<file path="src/rtl/mseq_pkg.sv">
package mseq_pkg;

  typedef enum logic [2:0] {
    OP_NOP       = 3'd0,
    OP_MATCH     = 3'd1,
    OP_CALC_COPY = 3'd2,
    OP_CALC_OR   = 3'd3,
    OP_CALC_CLR  = 3'd4,
    OP_CALC_XOR  = 3'd5,
    OP_SHIFT     = 3'd6,
    OP_WRCOL     = 3'd7
  } op_e;

  typedef enum logic [1:0] {
    PAT_NONE = 2'd0,
    PAT_TERM = 2'd1,
    PAT_COL  = 2'd2
  } pat_e;

  typedef struct packed {
    logic capture;
    logic issue;
    op_e  op;
    pat_e pat;
    logic idxInc;
    logic doneSet;
  } strobe_t;

endpackage

</file>
<file path="src/rtl/mseq_ctrl.sv">
module mseq_ctrl
  import mseq_pkg::*;
(
  input  logic    clk,
  input  logic    rstN,
  input  logic    start,
  input  logic    tableEmpty,
  input  logic    termLast,
  input  logic    idxAtEnd,
  input  logic    firstTerm,
  input  logic    foldEnQ,
  input  logic    arrBusy,
  output strobe_t stb
);

  typedef enum logic [3:0] {
    S_IDLE, S_MATCH, S_CALC, S_CLR, S_SHIFT, S_FMATCH, S_FXOR, S_WRCOL, S_DRAIN
  } state_e;

  state_e state, nxt;
  logic   waitQ;
  logic   go;

  assign go = !waitQ && !arrBusy;

  always_comb begin
    stb = '0;
    nxt = state;
    case (state)
      S_IDLE: if (start) begin
        stb.capture = 1'b1;
        nxt = tableEmpty ? S_CLR : S_MATCH;
      end
      S_MATCH: if (go) begin
        stb.issue = 1'b1;
        stb.op    = OP_MATCH;
        stb.pat   = PAT_TERM;
        nxt       = S_CALC;
      end
      S_CALC: if (go) begin
        stb.issue = 1'b1;
        stb.op    = firstTerm ? OP_CALC_COPY : OP_CALC_OR;
        if (termLast || idxAtEnd) begin
          nxt = foldEnQ ? S_SHIFT : S_DRAIN;
        end else begin
          stb.idxInc = 1'b1;
          nxt = S_MATCH;
        end
      end
      S_CLR: if (go) begin
        stb.issue = 1'b1;
        stb.op    = OP_CALC_CLR;
        nxt       = foldEnQ ? S_SHIFT : S_DRAIN;
      end
      S_SHIFT: if (go) begin
        stb.issue = 1'b1;
        stb.op    = OP_SHIFT;
        nxt       = S_FMATCH;
      end
      S_FMATCH: if (go) begin
        stb.issue = 1'b1;
        stb.op    = OP_MATCH;
        stb.pat   = PAT_COL;
        nxt       = S_FXOR;
      end
      S_FXOR: if (go) begin
        stb.issue = 1'b1;
        stb.op    = OP_CALC_XOR;
        nxt       = S_WRCOL;
      end
      S_WRCOL: if (go) begin
        stb.issue = 1'b1;
        stb.op    = OP_WRCOL;
        nxt       = S_DRAIN;
      end
      S_DRAIN: if (go) begin
        stb.doneSet = 1'b1;
        nxt = S_IDLE;
      end
      default: nxt = S_IDLE;
    endcase
  end

  always_ff @(posedge clk) begin
    if (!rstN) begin
      state <= S_IDLE;
      waitQ <= 1'b0;
    end else begin
      state <= nxt;
      waitQ <= stb.issue;
    end
  end

  // a new capture can only happen from idle, never mid-run
  p_capture_idle_r9: assert property (@(posedge clk) disable iff (!rstN)
    stb.capture |-> (state == S_IDLE));

endmodule

</file>
<file path="src/rtl/mseq_dp.sv">
module mseq_dp
  import mseq_pkg::*;
#(
  parameter int WORD_W = 42,
  parameter int DEPTH  = 64,
  localparam int IDX_W = $clog2(DEPTH),
  localparam int COL_W = $clog2(WORD_W)
) (
  input  logic              clk,
  input  logic              rstN,
  input  strobe_t           stb,
  input  logic              arrBusy,
  input  logic [WORD_W-1:0] keyVec,
  input  logic              foldEn,
  input  logic [COL_W-1:0]  foldCol,
  input  logic [WORD_W-1:0] termCare,
  input  logic [WORD_W-1:0] termVal,
  output logic [IDX_W-1:0]  termIdx,
  output logic              firstTerm,
  output logic              idxAtEnd,
  output logic              foldEnQ,
  output logic              instValid,
  output op_e               instOp,
  output logic [WORD_W-1:0] instCare,
  output logic [WORD_W-1:0] instVal,
  output logic [COL_W-1:0]  instCol,
  output logic              done
);

  logic [IDX_W-1:0]  idxQ;
  logic [WORD_W-1:0] keyQ;
  logic [COL_W-1:0]  foldColQ;
  logic [WORD_W-1:0] colMask;
  logic [WORD_W-1:0] keyedVal;

  for (genvar g = 0; g < WORD_W; g++) begin : g_col
    assign colMask[g] = (foldColQ == COL_W'(g));
  end

  assign keyedVal  = (termVal ^ keyQ) & termCare;
  assign termIdx   = idxQ;
  assign firstTerm = (idxQ == '0);
  assign idxAtEnd  = (idxQ == IDX_W'(DEPTH - 1));

  always_ff @(posedge clk) begin
    if (!rstN) begin
      idxQ     <= '0;
      keyQ     <= '0;
      foldColQ <= '0;
      foldEnQ  <= 1'b0;
    end else if (stb.capture) begin
      idxQ     <= '0;
      keyQ     <= keyVec;
      foldColQ <= foldCol;
      foldEnQ  <= foldEn;
    end else if (stb.idxInc) begin
      idxQ <= idxQ + 1'b1;
    end
  end

  always_ff @(posedge clk) begin
    if (!rstN) begin
      instValid <= 1'b0;
      instOp    <= OP_NOP;
      instCare  <= '0;
      instVal   <= '0;
      instCol   <= '0;
      done      <= 1'b0;
    end else begin
      instValid <= stb.issue;
      instOp    <= stb.issue ? stb.op : OP_NOP;
      done      <= stb.doneSet;
      if (stb.issue) begin
        case (stb.pat)
          PAT_TERM: begin instCare <= termCare; instVal <= keyedVal; end
          PAT_COL:  begin instCare <= colMask;  instVal <= colMask;  end
          default:  begin instCare <= '0;       instVal <= '0;       end
        endcase
        instCol <= (stb.op == OP_WRCOL) ? foldColQ : '0;
      end
    end
  end

  p_valid_gap_r7: assert property (@(posedge clk) disable iff (!rstN)
    instValid |=> !instValid);

  p_busy_idle_r7: assert property (@(posedge clk) disable iff (!rstN)
    $rose(instValid) |-> !$past(arrBusy));

  p_done_pulse_r8: assert property (@(posedge clk) disable iff (!rstN)
    done |=> !done);

  p_done_quiet_r8: assert property (@(posedge clk) disable iff (!rstN)
    done |-> !instValid);

  p_or_not_first_r3: assert property (@(posedge clk) disable iff (!rstN)
    (instValid && instOp == OP_CALC_OR) |-> (idxQ != '0));

  p_idx_bound_r4: assert property (@(posedge clk) disable iff (!rstN)
    stb.idxInc |-> !idxAtEnd);

endmodule

</file>
<file path="src/rtl/minterm_seq.sv">
module minterm_seq
  import mseq_pkg::*;
#(
  parameter int WORD_W = 42,
  parameter int DEPTH  = 64,
  localparam int IDX_W = $clog2(DEPTH),
  localparam int COL_W = $clog2(WORD_W)
) (
  input  logic              clk,
  input  logic              rstN,
  input  logic              start,
  input  logic              tableEmpty,
  input  logic              foldEn,
  input  logic [COL_W-1:0]  foldCol,
  input  logic [WORD_W-1:0] keyVec,
  output logic [IDX_W-1:0]  termIdx,
  input  logic [WORD_W-1:0] termCare,
  input  logic [WORD_W-1:0] termVal,
  input  logic              termLast,
  input  logic              arrBusy,
  output logic              instValid,
  output logic [2:0]        instOp,
  output logic [WORD_W-1:0] instCare,
  output logic [WORD_W-1:0] instVal,
  output logic [COL_W-1:0]  instCol,
  output logic              done
);

  strobe_t stb;
  logic    firstTerm, idxAtEnd, foldEnQ;
  op_e     opQ;

  mseq_ctrl u_ctrl (
    .clk(clk), .rstN(rstN), .start(start), .tableEmpty(tableEmpty),
    .termLast(termLast), .idxAtEnd(idxAtEnd), .firstTerm(firstTerm),
    .foldEnQ(foldEnQ), .arrBusy(arrBusy), .stb(stb)
  );

  mseq_dp #(.WORD_W(WORD_W), .DEPTH(DEPTH)) u_dp (
    .clk(clk), .rstN(rstN), .stb(stb), .arrBusy(arrBusy),
    .keyVec(keyVec), .foldEn(foldEn), .foldCol(foldCol),
    .termCare(termCare), .termVal(termVal), .termIdx(termIdx),
    .firstTerm(firstTerm), .idxAtEnd(idxAtEnd), .foldEnQ(foldEnQ),
    .instValid(instValid), .instOp(opQ), .instCare(instCare),
    .instVal(instVal), .instCol(instCol), .done(done)
  );

  assign instOp = opQ;

endmodule

</file>
<file path="config.mk">
export PLATFORM = sky130hd
export DESIGN_NAME = minterm_seq
export DESIGN_NICKNAME = d
export VERILOG_FILES = /design/src/rtl/mseq_pkg.sv /design/src/rtl/mseq_ctrl.sv /design/src/rtl/mseq_dp.sv /design/src/rtl/minterm_seq.sv
export SDC_FILE = /design/constraint.sdc
export NUM_CORES = 1
export LEC_CHECK = 0
export ABC_CLOCK_PERIOD_IN_PS = 4000
export CAP_MARGIN = 25
export CORE_MARGIN = 2
export CORE_UTILIZATION = 46
export DETAILED_ROUTE_END_ITERATION = 12
export GPL_TIMING_DRIVEN = 0
export HOLD_SLACK_MARGIN = 0.02
export PLACE_DENSITY = 0.81
export RECOVER_POWER = 100
export SKIP_CTS_REPAIR_TIMING = 1
export SLEW_MARGIN = 20
export SYNTH_ARGS = -nofsm -noshare
export SYNTH_HDL_FRONTEND = slang
export SYNTH_SLANG_ARGS = --single-unit
export TNS_END_PERCENT = 50
</file>
<file path="constraint.sdc">
create_clock -name clk -period 4 [get_ports clk]
set_input_delay 0.8 -clock clk [delete_from_list [all_inputs] [get_ports clk]]
set_output_delay 0.8 -clock clk [all_outputs]
set_load 0.05 [all_outputs]
</file>
==> impl_results.md, run 1 <==
* Post-synth top cells: nand2_1 (187), dfxtp_1 (154), a22o_1 (58)
* Rel. slew slack at 0.417
* Routed wire length at 23.5 mm
* Slew at the pin closest to its max-slew limit at 0.863 ns
* Leading area contributor after synthesis: dfxtp_1
* Critical path, cell by cell: clkdlybuf4s50_1 -> or4b_1 -> or3_1 -> inv_1 -> ha_1 -> and3b_1 -> clkbuf_2 -> clkbuf_1 -> nand3_1 -> o21ai_0 -> a22o_1
* Worst min path class: reg2reg
* Met3 Usage GRT at 0.0666
* Startpoint Class: input port
* Arrival @ worst endpoint at 4.15 ns
* Wire per inst at 19.1 µm
* Main synth FF type: dfxtp_1
* Status: finished, final reports clean
* Starting DRT DRC Count at 554
* Crit-path max cell delay at 0.57 ns
* Maximum clock insertion buffer count at 2
* Number of synthesized flops with an enable pin at 0
* R2R cell count at 11
* Clk slew on worst S/H paths at 0.06 ns
* CTS Buf Count at 17
* Syn. warnings at 0
* Worst hold slack at 0.460 ns
* RSZ-0062 raised after global routing: false
* Share of layout cells above drive strength 1 at 0.0658
* DRT antenna net count at 0
* Hold Violations, Final at 0
* N_diodes at 0
* Max Cap Viol at 0
* Mapped Area at 0.00693 mm²
* Number of global-route vias before repair at 6435
* Post-DP HPWL at 17.7 mm
* Period utilization at 0.946
* Seq cells post-synth at 154
* Clock Latency Late Sink at 0.42 ns
* DR vias at 6838
* Die X at 127 µm
* Hold path depth at 2
* Largest cells by area after synthesis: dfxtp_1 (44%), nand2_1 (10%), a22o_1 (7.3%)
* Port buffer count at 239
* Area of the core at 0.0146 mm²
* GRT Overall Usage at 0.286
* Congestion Overflow GR at 0
* # DRC at 0
* Post-synth top area share at 0.445
* Post-layout util at 0.694
* First-pass GRT wire length at 35.2 mm
* Slowest CP cell: or4b_1
* P_int at 3140 µW
* Largest net degree at the start of global routing at 17
* Seq pwr share at 0.379
* M2 GR Usage at 0.470
* Asr flop ratio synth at 0
* CTS Root Cell: clkbuf_16
* Crit path time final at 3.79 ns
* Initial Util at 0.473
* P_sw at 1460 µW
* VDD IR-drop max at 0.330 mV
* Initial DRT Pass Iterations at 5
* Avg Cell Area, Syn at 8.92 µm²
* CP Data Required Time at 4.36 ns
* Synthesized Nets at 920
* Final Setup Violations at 0
* Row cnt at 44
* RD Place Congestion at 0.935
* Io pins at 240
* Max-slew violations at 0
* Antenna violations before repair at 0
* Die area at 0.0161 mm²
* Chip height at 127 µm
* Crit. End Element: flip-flop
* Clock share of power at 0.363
* Worst-path maximum fanout at 10
* Max H-tree Level at 4
* # nets final at 1178
* Fmax at 0.264 GHz
* GR peak layer: met2
* # clock sinks at 154
* Synthesis-to-layout area growth at 46.7%
* Met1 Resource Use GR at 0.370
* PwrDens at 453 mW/mm²
* Final worst clock skew at 0.00765 ns
* Via/cell ratio at 5.55
* Sequential share of the synthesized area at 0.445
* CTS tree: done
* Top-count cell post-synth: nand2_1
* Pleak at 0.00408 µW
* Crit path kind: in2reg
* Post-Syn Instances at 777
* Sw frac at 0.318
* Synth unique cells at 54
* Gate power share at 0.258
## cells in the final DEF (no fill, tap or decap), types with 8 or more instances in the layout
cell	synthesis	final
clkbuf_16	0	17
o22ai_1	8	8
a32o_1	13	13
a21boi_0	52	61
or3_1	16	16
nor2_1	11	11
nor2b_1	21	21
xor2_1	14	14
a22o_1	58	58
clkdlybuf4s50_1	0	136
dlygate4sd3_1	0	103
clkbuf_1	33	38
a22oi_1	32	32
buf_2	19	16
dfxtp_1	154	154
o21ai_0	31	31
xnor2_1	31	31
nand2_1	187	187
## area by class of cell
class                   count  area [µm²]
inverters                   7        26.3
well taps                 184         230
flip-flops and latches    154        3080
clock inverters            10         140
clock buffers              22         474
multi-input cells         555        3530
plain buffers              61         284
repair buffers            239        2390
fillers                  1175        4480
## cells by family after synthesis
group | synth area share
simple gates | 0.193
compound gates | 0.245
flops | 0.445
buf+inv | 0.0451
xor+xnor | 0.0569
mux | 0.00722
fa+ha+maj | 0.00722
## worst paths after layout
| kind | start | endpoint | slack, ns |
|---|---|---|---|
| setup reg to reg | u_ctrl.state[2]$_SDFFE_PN0P_ | u_dp.instCare[28]$_SDFFE_PN0P_ | 0.60 |
| hold reg to reg | u_dp.instCare[2]$_SDFFE_PN0P_ | u_dp.instCare[2]$_SDFFE_PN0P_ | 0.46 |
| hold / removal | u_dp.instCare[2]$_SDFFE_PN0P_ | u_dp.instCare[2]$_SDFFE_PN0P_ | 0.46 |
| setup / recovery | arrBusy | u_dp.instCare[28]$_SDFFE_PN0P_ | 0.21 |
## worst max-delay path: cells and delay by family
kind / cells / cell delay [ns]
and+or+nand+nor: 4 / 1.48
buffers and inverters: 4 / 1.22
AOI/OAI and AO/OA: 2 / 0.48
adders and majority gates: 1 / 0.18
## sequential cells by signal (all words and copies together), names as in the netlist
register	count
u_ctrl.state	4
u_ctrl.waitQ	1
u_dp.done	1
u_dp.foldColQ	6
u_dp.foldEnQ	1
u_dp.instCare	42
u_dp.instCol	6
u_dp.instOp	3
u_dp.instVal	42
u_dp.keyQ	42
u_dp.termIdx	6
## per-stage QoR
stage          std cells  setup slack, ns  cell area, µm²  setup TNS (ns)  total power, µW
6_report            1232            0.214           10200               0             4600
4_1_cts             1232            0.106           10200               0             4610
2_1_floorplan        777            0.891            6930               0             2500
3_3_place_gp        1200           -0.296            9550           -8.86             2930
3_5_place_dp        1200           -0.322            9550           -9.74             2950
5_1_grt             1232           0.0464           10200               0             4790
## power groups by stage
stage | clock network, µW | logic (µW) | registers [µW]
5_1_grt | 1750 | 1290 | 1760
3_5_place_dp | 0 | 1180 | 1770
2_1_floorplan | 0 | 712 | 1790
3_3_place_gp | 0 | 1160 | 1770
4_1_cts | 1690 | 1190 | 1740
6_report | 1670 | 1190 | 1740
## metal layers
| layer | wire length, µm | up-vias |
|---|---|---|
| met5 | 0 | - |
| met1 | 10000 | 3221 |
| met3 | 1740 | 46 |
| met4 | 639 | 0 |
| li1 | - | 3266 |
| met2 | 11100 | 305 |
(Power assumes the default switching activity.)
==> inputs of run 2 (changes only) <==
--- a/config.mk
+++ b/config.mk
@@ -5,7 +5,7 @@
 export SDC_FILE = /design/constraint.sdc
 export NUM_CORES = 1
 export LEC_CHECK = 0
-export ABC_CLOCK_PERIOD_IN_PS = 4000
+export ABC_CLOCK_PERIOD_IN_PS = 4100
 export CAP_MARGIN = 25
 export CORE_MARGIN = 2
 export CORE_UTILIZATION = 46
==> constraint.sdc (replaced) <==
create_clock -name clk -period 4.1 [get_ports clk]
set_input_delay 0.82 -clock clk [delete_from_list [all_inputs] [get_ports clk]]
set_output_delay 0.82 -clock clk [all_outputs]
set_load 0.05 [all_outputs]
==> results of run 2 <==
The final DEF is identical to that of run 1. Status: finished, final reports clean.
Among the figures that moved: setup slack after placement -0.322 ns -> -0.242 ns; setup slack after layout 0.214 ns -> 0.294 ns; register-to-register setup slack 0.60 ns -> 0.70 ns; total power 4600 µW -> 4490 µW; worst IR drop on VDD 0.330 mV -> 0.322 mV
